`config.mk`:
```
export PLATFORM = sky130hd
export DESIGN_NAME = ddr_pixel_demux
export DESIGN_NICKNAME = d
export VERILOG_FILES = /design/src/rtl/ddr_demux_pkg.sv /design/src/rtl/ddr_lane_capture.sv /design/src/rtl/ddr_pixel_pack.sv /design/src/rtl/ddr_word_reg.sv /design/src/rtl/ddr_pixel_demux.sv
export SDC_FILE = /design/constraint.sdc
export NUM_CORES = 1
export LEC_CHECK = 0
export ABC_AREA = 1
export BUFFER_PORTS_ARGS = -buffer_cell sky130_fd_sc_hd__buf_2
export CAP_MARGIN = 20
export CORE_UTILIZATION = 48
export DETAILED_ROUTE_END_ITERATION = 12
export HOLD_SLACK_MARGIN = 0.05
export PLACE_DENSITY = 0.79
export SLEW_MARGIN = 40
export SYNTH_ARGS = -nofsm -noshare
export SYNTH_HDL_FRONTEND = slang
export SYNTH_SLANG_ARGS = --single-unit
```
`constraint.sdc`:
```
create_clock -name clk -period 1.2 [get_ports clk]
set_input_delay 0.06 -clock clk [delete_from_list [all_inputs] [get_ports clk]]
set_output_delay 0.06 -clock clk [all_outputs]
set_load 0.01 [all_outputs]
```
`src/rtl/ddr_demux_pkg.sv`:
```
package ddr_demux_pkg;

  // Bits each lane carries per clock period (one per edge).
  localparam int BITS_PER_LANE = 2;

  // One lane's bit pair: early is sampled on the rising edge, late on the falling edge.
  typedef struct packed {
    logic late;
    logic early;
  } lane_pair_t;

endpackage

```
`src/rtl/ddr_lane_capture.sv`:
```
module ddr_lane_capture
  import ddr_demux_pkg::*;
(
  input  logic       clk,
  input  logic       rst,
  input  logic       lane_in,
  input  logic       invert,
  output lane_pair_t pair
);

  logic bit_now;
  logic early_q;

  // Polarity is corrected before either edge uses the bit.
  assign bit_now = lane_in ^ invert;

  // Rising edge: hold the first bit of the pair.
  always_ff @(posedge clk) begin
    if (rst) begin
      early_q <= 1'b0;
    end else begin
      early_q <= bit_now;
    end
  end

  // The second bit is taken live; the word register samples it on the falling edge.
  assign pair.early = early_q;
  assign pair.late  = bit_now;

endmodule

```
`src/rtl/ddr_pixel_pack.sv`:
```
module ddr_pixel_pack #(
  parameter int LANES_PER_COLOUR = 3,
  parameter int NUM_COLOURS      = 3
) (
  input  logic [2*NUM_COLOURS*LANES_PER_COLOUR-1:0] pair_bus,
  output logic [2*NUM_COLOURS*LANES_PER_COLOUR-1:0] word_next
);

  localparam int COLOUR_W = 2 * LANES_PER_COLOUR;

  // Lane k of colour c fills bits 2k (early) and 2k+1 (late) of that colour.
  for (genvar c = 0; c < NUM_COLOURS; c++) begin : g_colour
    for (genvar k = 0; k < LANES_PER_COLOUR; k++) begin : g_lane
      localparam int LANE = c * LANES_PER_COLOUR + k;
      assign word_next[c*COLOUR_W + 2*k]     = pair_bus[2*LANE];
      assign word_next[c*COLOUR_W + 2*k + 1] = pair_bus[2*LANE + 1];
    end
  end

endmodule

```
`src/rtl/ddr_word_reg.sv`:
```
module ddr_word_reg #(
  parameter int WORD_W = 18
) (
  input  logic              clk,
  input  logic              rst,
  input  logic [WORD_W-1:0] word_next,
  output logic [WORD_W-1:0] pix_word,
  output logic              pix_valid
);

  // Falling-edge commit of the completed pixel.
  always_ff @(negedge clk) begin
    if (rst) begin
      pix_word  <= '0;
      pix_valid <= 1'b0;
    end else begin
      pix_word  <= word_next;
      pix_valid <= 1'b1;
    end
  end

endmodule

```
`src/rtl/ddr_pixel_demux.sv`:
```
module ddr_pixel_demux
  import ddr_demux_pkg::*;
#(
  parameter int LANES_PER_COLOUR = 3,
  parameter int NUM_COLOURS      = 3
) (
  input  logic                                             clk,
  input  logic                                             rst,
  input  logic [NUM_COLOURS*LANES_PER_COLOUR-1:0]          lane_in,
  input  logic                                             invert,
  output logic [BITS_PER_LANE*NUM_COLOURS*LANES_PER_COLOUR-1:0] pix_word,
  output logic                                             pix_valid
);

  localparam int NUM_LANES = NUM_COLOURS * LANES_PER_COLOUR;
  localparam int WORD_W    = BITS_PER_LANE * NUM_LANES;

  logic [WORD_W-1:0] pair_bus;
  logic [WORD_W-1:0] word_next;

  for (genvar l = 0; l < NUM_LANES; l++) begin : g_cap
    lane_pair_t pair;
    ddr_lane_capture u_cap (
      .clk     (clk),
      .rst     (rst),
      .lane_in (lane_in[l]),
      .invert  (invert),
      .pair    (pair)
    );
    assign pair_bus[BITS_PER_LANE*l +: BITS_PER_LANE] = pair;
  end

  ddr_pixel_pack #(
    .LANES_PER_COLOUR (LANES_PER_COLOUR),
    .NUM_COLOURS      (NUM_COLOURS)
  ) u_pack (
    .pair_bus  (pair_bus),
    .word_next (word_next)
  );

  ddr_word_reg #(
    .WORD_W (WORD_W)
  ) u_wreg (
    .clk       (clk),
    .rst       (rst),
    .word_next (word_next),
    .pix_word  (pix_word),
    .pix_valid (pix_valid)
  );

endmodule

```
; ---- Word level (Yosys, flattened, before mapping)
; Cells that the tools add are included.
; W data, S select, Z words.
[totals]
ff_bits = 28
input_bits = 12
output_inout_bits = 19
wordCells = 21
[op_classes]
muxes = 1
bitwise = 9
[op_table]
columns = operator, count
row1 = $xor A1 B1 Y1, 9
row2 = $mux W1, 1

; ---- Depth between registers and ports, before layout
[depth]
ltp_word = 1
mapped_depth = 5
depth_no_buf = 3

; ---- Modules after synthesis
; From an unflattened synthesis, not the netlist that was laid out.
[unflattened]
cells_unflattened = 167
hier_area_um2 = 1281.2
[by_module_without_submodules]
columns = module, instances, cells_each, area_per_inst_um2, seq_area_each_um2
row1 = ddr_lane_capture, 9, 10, 66.3, 20.0
row2 = ddr_word_reg, 1, 59, 549.3, 380.4
row3 = ddr_pixel_pack, 1, 18, 135.1, 0.0

==> run summary <==
R2R setup slack -> 0.13 ns
CP delay by family, top -> flip-flops
routed vias/inst -> 4.42
initial core utilization -> 53.0%
first-pass GRT wire length -> 2580 um
leakage -> 0.699 nW
Antenna Cells -> 0
Final Util -> 78.8%
Final GP Congestion -> 0.653
switching share of total power -> 28.4%
# Post-CTS Setup Buffers -> 0
sw power -> 0.541 mW
Die Footprint -> 1870 um2
number of antenna violations at the first check in global routing -> 0
worst-path maximum fanout -> 1
Synth Net Count -> 99
Hold Fails Final Rpt -> 0
Rows -> 14
Detailed Place HPWL -> 869 um
clock share of power -> 36.1%
vias in the first global route -> 573
Port Buf Inserts -> 30
# DRC -> 0
Die Wd -> 43.3 um
HP Start -> lane_in[6]
Flop pwr share -> 53.0%
Final WS setup -> -0.297 ns
core area -> 1540 um2
CP Depth -> 1
CTS tree -> done
area delta synth->final -> 48.7%
DR pass1 iterations -> 4
Worst Hold Slack -> 0.525 ns
routed vias -> 720
Design Area, Final -> 1210 um2
Comb power frac -> 10.9%
critical path class -> reg2out
clk buf depth -> 2
RSZ-0062 raised after global routing -> yes
CP cell instances -> buf_6
total gr overflow -> 0
Max Cap Viol -> 0
Clock Pin Slew Worst Setup and Hold Paths -> 0.15 ns
# IOs -> 31
htree depth -> 1
CP Capture Type -> output port
#FFs+latches synth -> 28
post-synthesis cell count -> 87
Cell Pwr Density -> 1570 nW/um2
crit start category -> flop
Final setup viols -> 19
layout cells sized above 1 -> 32.0%
clock latency on the worst-skew pair -> 0.39 ns
worst slack, placed -> -0.0236 ns
overall power -> 1.91 mW
crit path to -> pix_word[5]
Placed Area -> 968 um2
Die Height -> 43.3 um
Worst path max stage delay -> 0.32 ns
Detailed Route WL -> 1740 um
Mapped Area -> 817 um2
max-slew violations -> 0
WP data arrival -> 1.44 ns
failing checks -> negative setup slack
cts bufs inserted -> 3
Placed Instances -> 132
Worst Setup SP -> u_wreg.pix_word[5]$_SDFF_NP0_
Filler Cells Inserted -> 97
largest net degree at the start of global routing -> 19
status -> finished with violations
Slowest-stage cell, CP -> dfxtp_2
Max Clock Skew -> 0.0614 ns
reg2reg start -> g_cap[0].u_cap.early_q$_SDFF_PP0_
Routed Antenna Nets -> 0
Internal -> 1.37 mW
worst-margin pin slew -> 0.302 ns
DR WL/cell -> 10.7 um
Finished Layout Cells -> 163
Hold Path Class -> in2reg
GR Util All Layers -> 19.6%
Sum Neg Setup Slack -> -4.95 ns
worst path required time -> 1.14 ns
FF-to-FF End -> u_wreg.pix_word[0]$_SDFF_NP0_
Mean Syn Cell Area -> 9.39 um2
initial DRC count -> 23
Clock Sinks -> 28
Worst Path Buf+Inv -> 1
Peak supply drop -> 1120 uV
reg2reg path depth -> 2
Yosys cell types -> 10
post-synthesis sequential area ratio -> 68.6%
root buffer cell -> clkbuf_4
Max-slew headroom -> 79.9%
layout net count -> 160
Yosys Warn Count -> 0
-- cell families (layout without fill, tap and decap cells) --
group | Yosys count | in the layout | share of synthesized area, %
simple gates | 45 | 45 | 21.6
flops | 28 | 28 | 68.6
buf+inv | 14 | 74 | 9.80
-- synth_stat cells --
master    n  area [um2]
nor2_2    1        6.26
buf_8     1        15.0
buf_6     1        11.3
buf_4     1        7.51
inv_6     1        8.76
inv_1    10        37.5
nand2_2   2        12.5
dfxtp_1  28         561
nand2_1  16        60.1
nor2_1   26        97.6
-- layout make-up --
type | count | area, um2 | share of cell area [%]
tap | 16 | 20.0 | 1.65
clock buffer | 4 | 36.3 | 2.99
timing repair buffer | 41 | 299 | 24.6
inverter | 10 | 42.5 | 3.50
clock inverter | 19 | 71.3 | 5.87
sequential | 28 | 569 | 46.9
multi-input combinational | 45 | 176 | 14.5
-- cells in the final DEF, fill, tap and decap left out, types with 2 or more instances in the layout --
cell,n
inv_1,28
nor2_1,26
buf_2,23
dfxtp_1,21
nand2_1,16
dlygate4sd3_1,9
buf_6,7
dfxtp_2,7
clkbuf_4,3
nand2_2,2
buf_4,2
-- worst min path at each step --
stage / slack, ns / cells past startpoint / end
after floorplan: 0.21 / 2 / g_cap[8].u_cap.early_q$_SDFF_PP0_
after global placement: 0.33 / 4 / g_cap[1].u_cap.early_q$_SDFF_PP0_
after detailed placement: 0.33 / 4 / g_cap[1].u_cap.early_q$_SDFF_PP0_
after CTS: 0.52 / 5 / g_cap[8].u_cap.early_q$_SDFF_PP0_
after global routing: 0.52 / 2 / u_wreg.pix_valid$_DFF_N_
final: 0.52 / 5 / g_cap[6].u_cap.early_q$_SDFF_PP0_
-- power by group through the flow --
stage                     logic, mW  registers (mW)  clock network [mW]
final                         0.208            1.01               0.690
after global routing          0.224            1.01               0.791
after CTS                     0.187            1.00               0.683
after detailed placement      0.152            1.02               0.102
after global placement        0.149            1.02               0.102
after floorplan              0.0703            1.04               0.102
-- per-layer routing --
layer	vias up	track usage (%)	share of wire, %
li1	368	-	-
met3	2	2.98	4.5
met5	-	0	0
met2	32	37.9	57
met4	0	9.09	0.80
met1	318	19.9	38
-- sequential cells by signal (all words and copies together), names as in the netlist --
register / flops
g_cap.u_cap.early_q: 9
u_wreg.pix_valid: 1
u_wreg.pix_word: 18
-- repair_timing --
action                                  in CTS  in global routing
hold buffers                                 9                  0
endpoints found under the setup margin      19                 19
hold endpoints to repair                     9                  0
resized for setup                            0                 14
No activity file was read; power rests on OpenSTA's default activity.
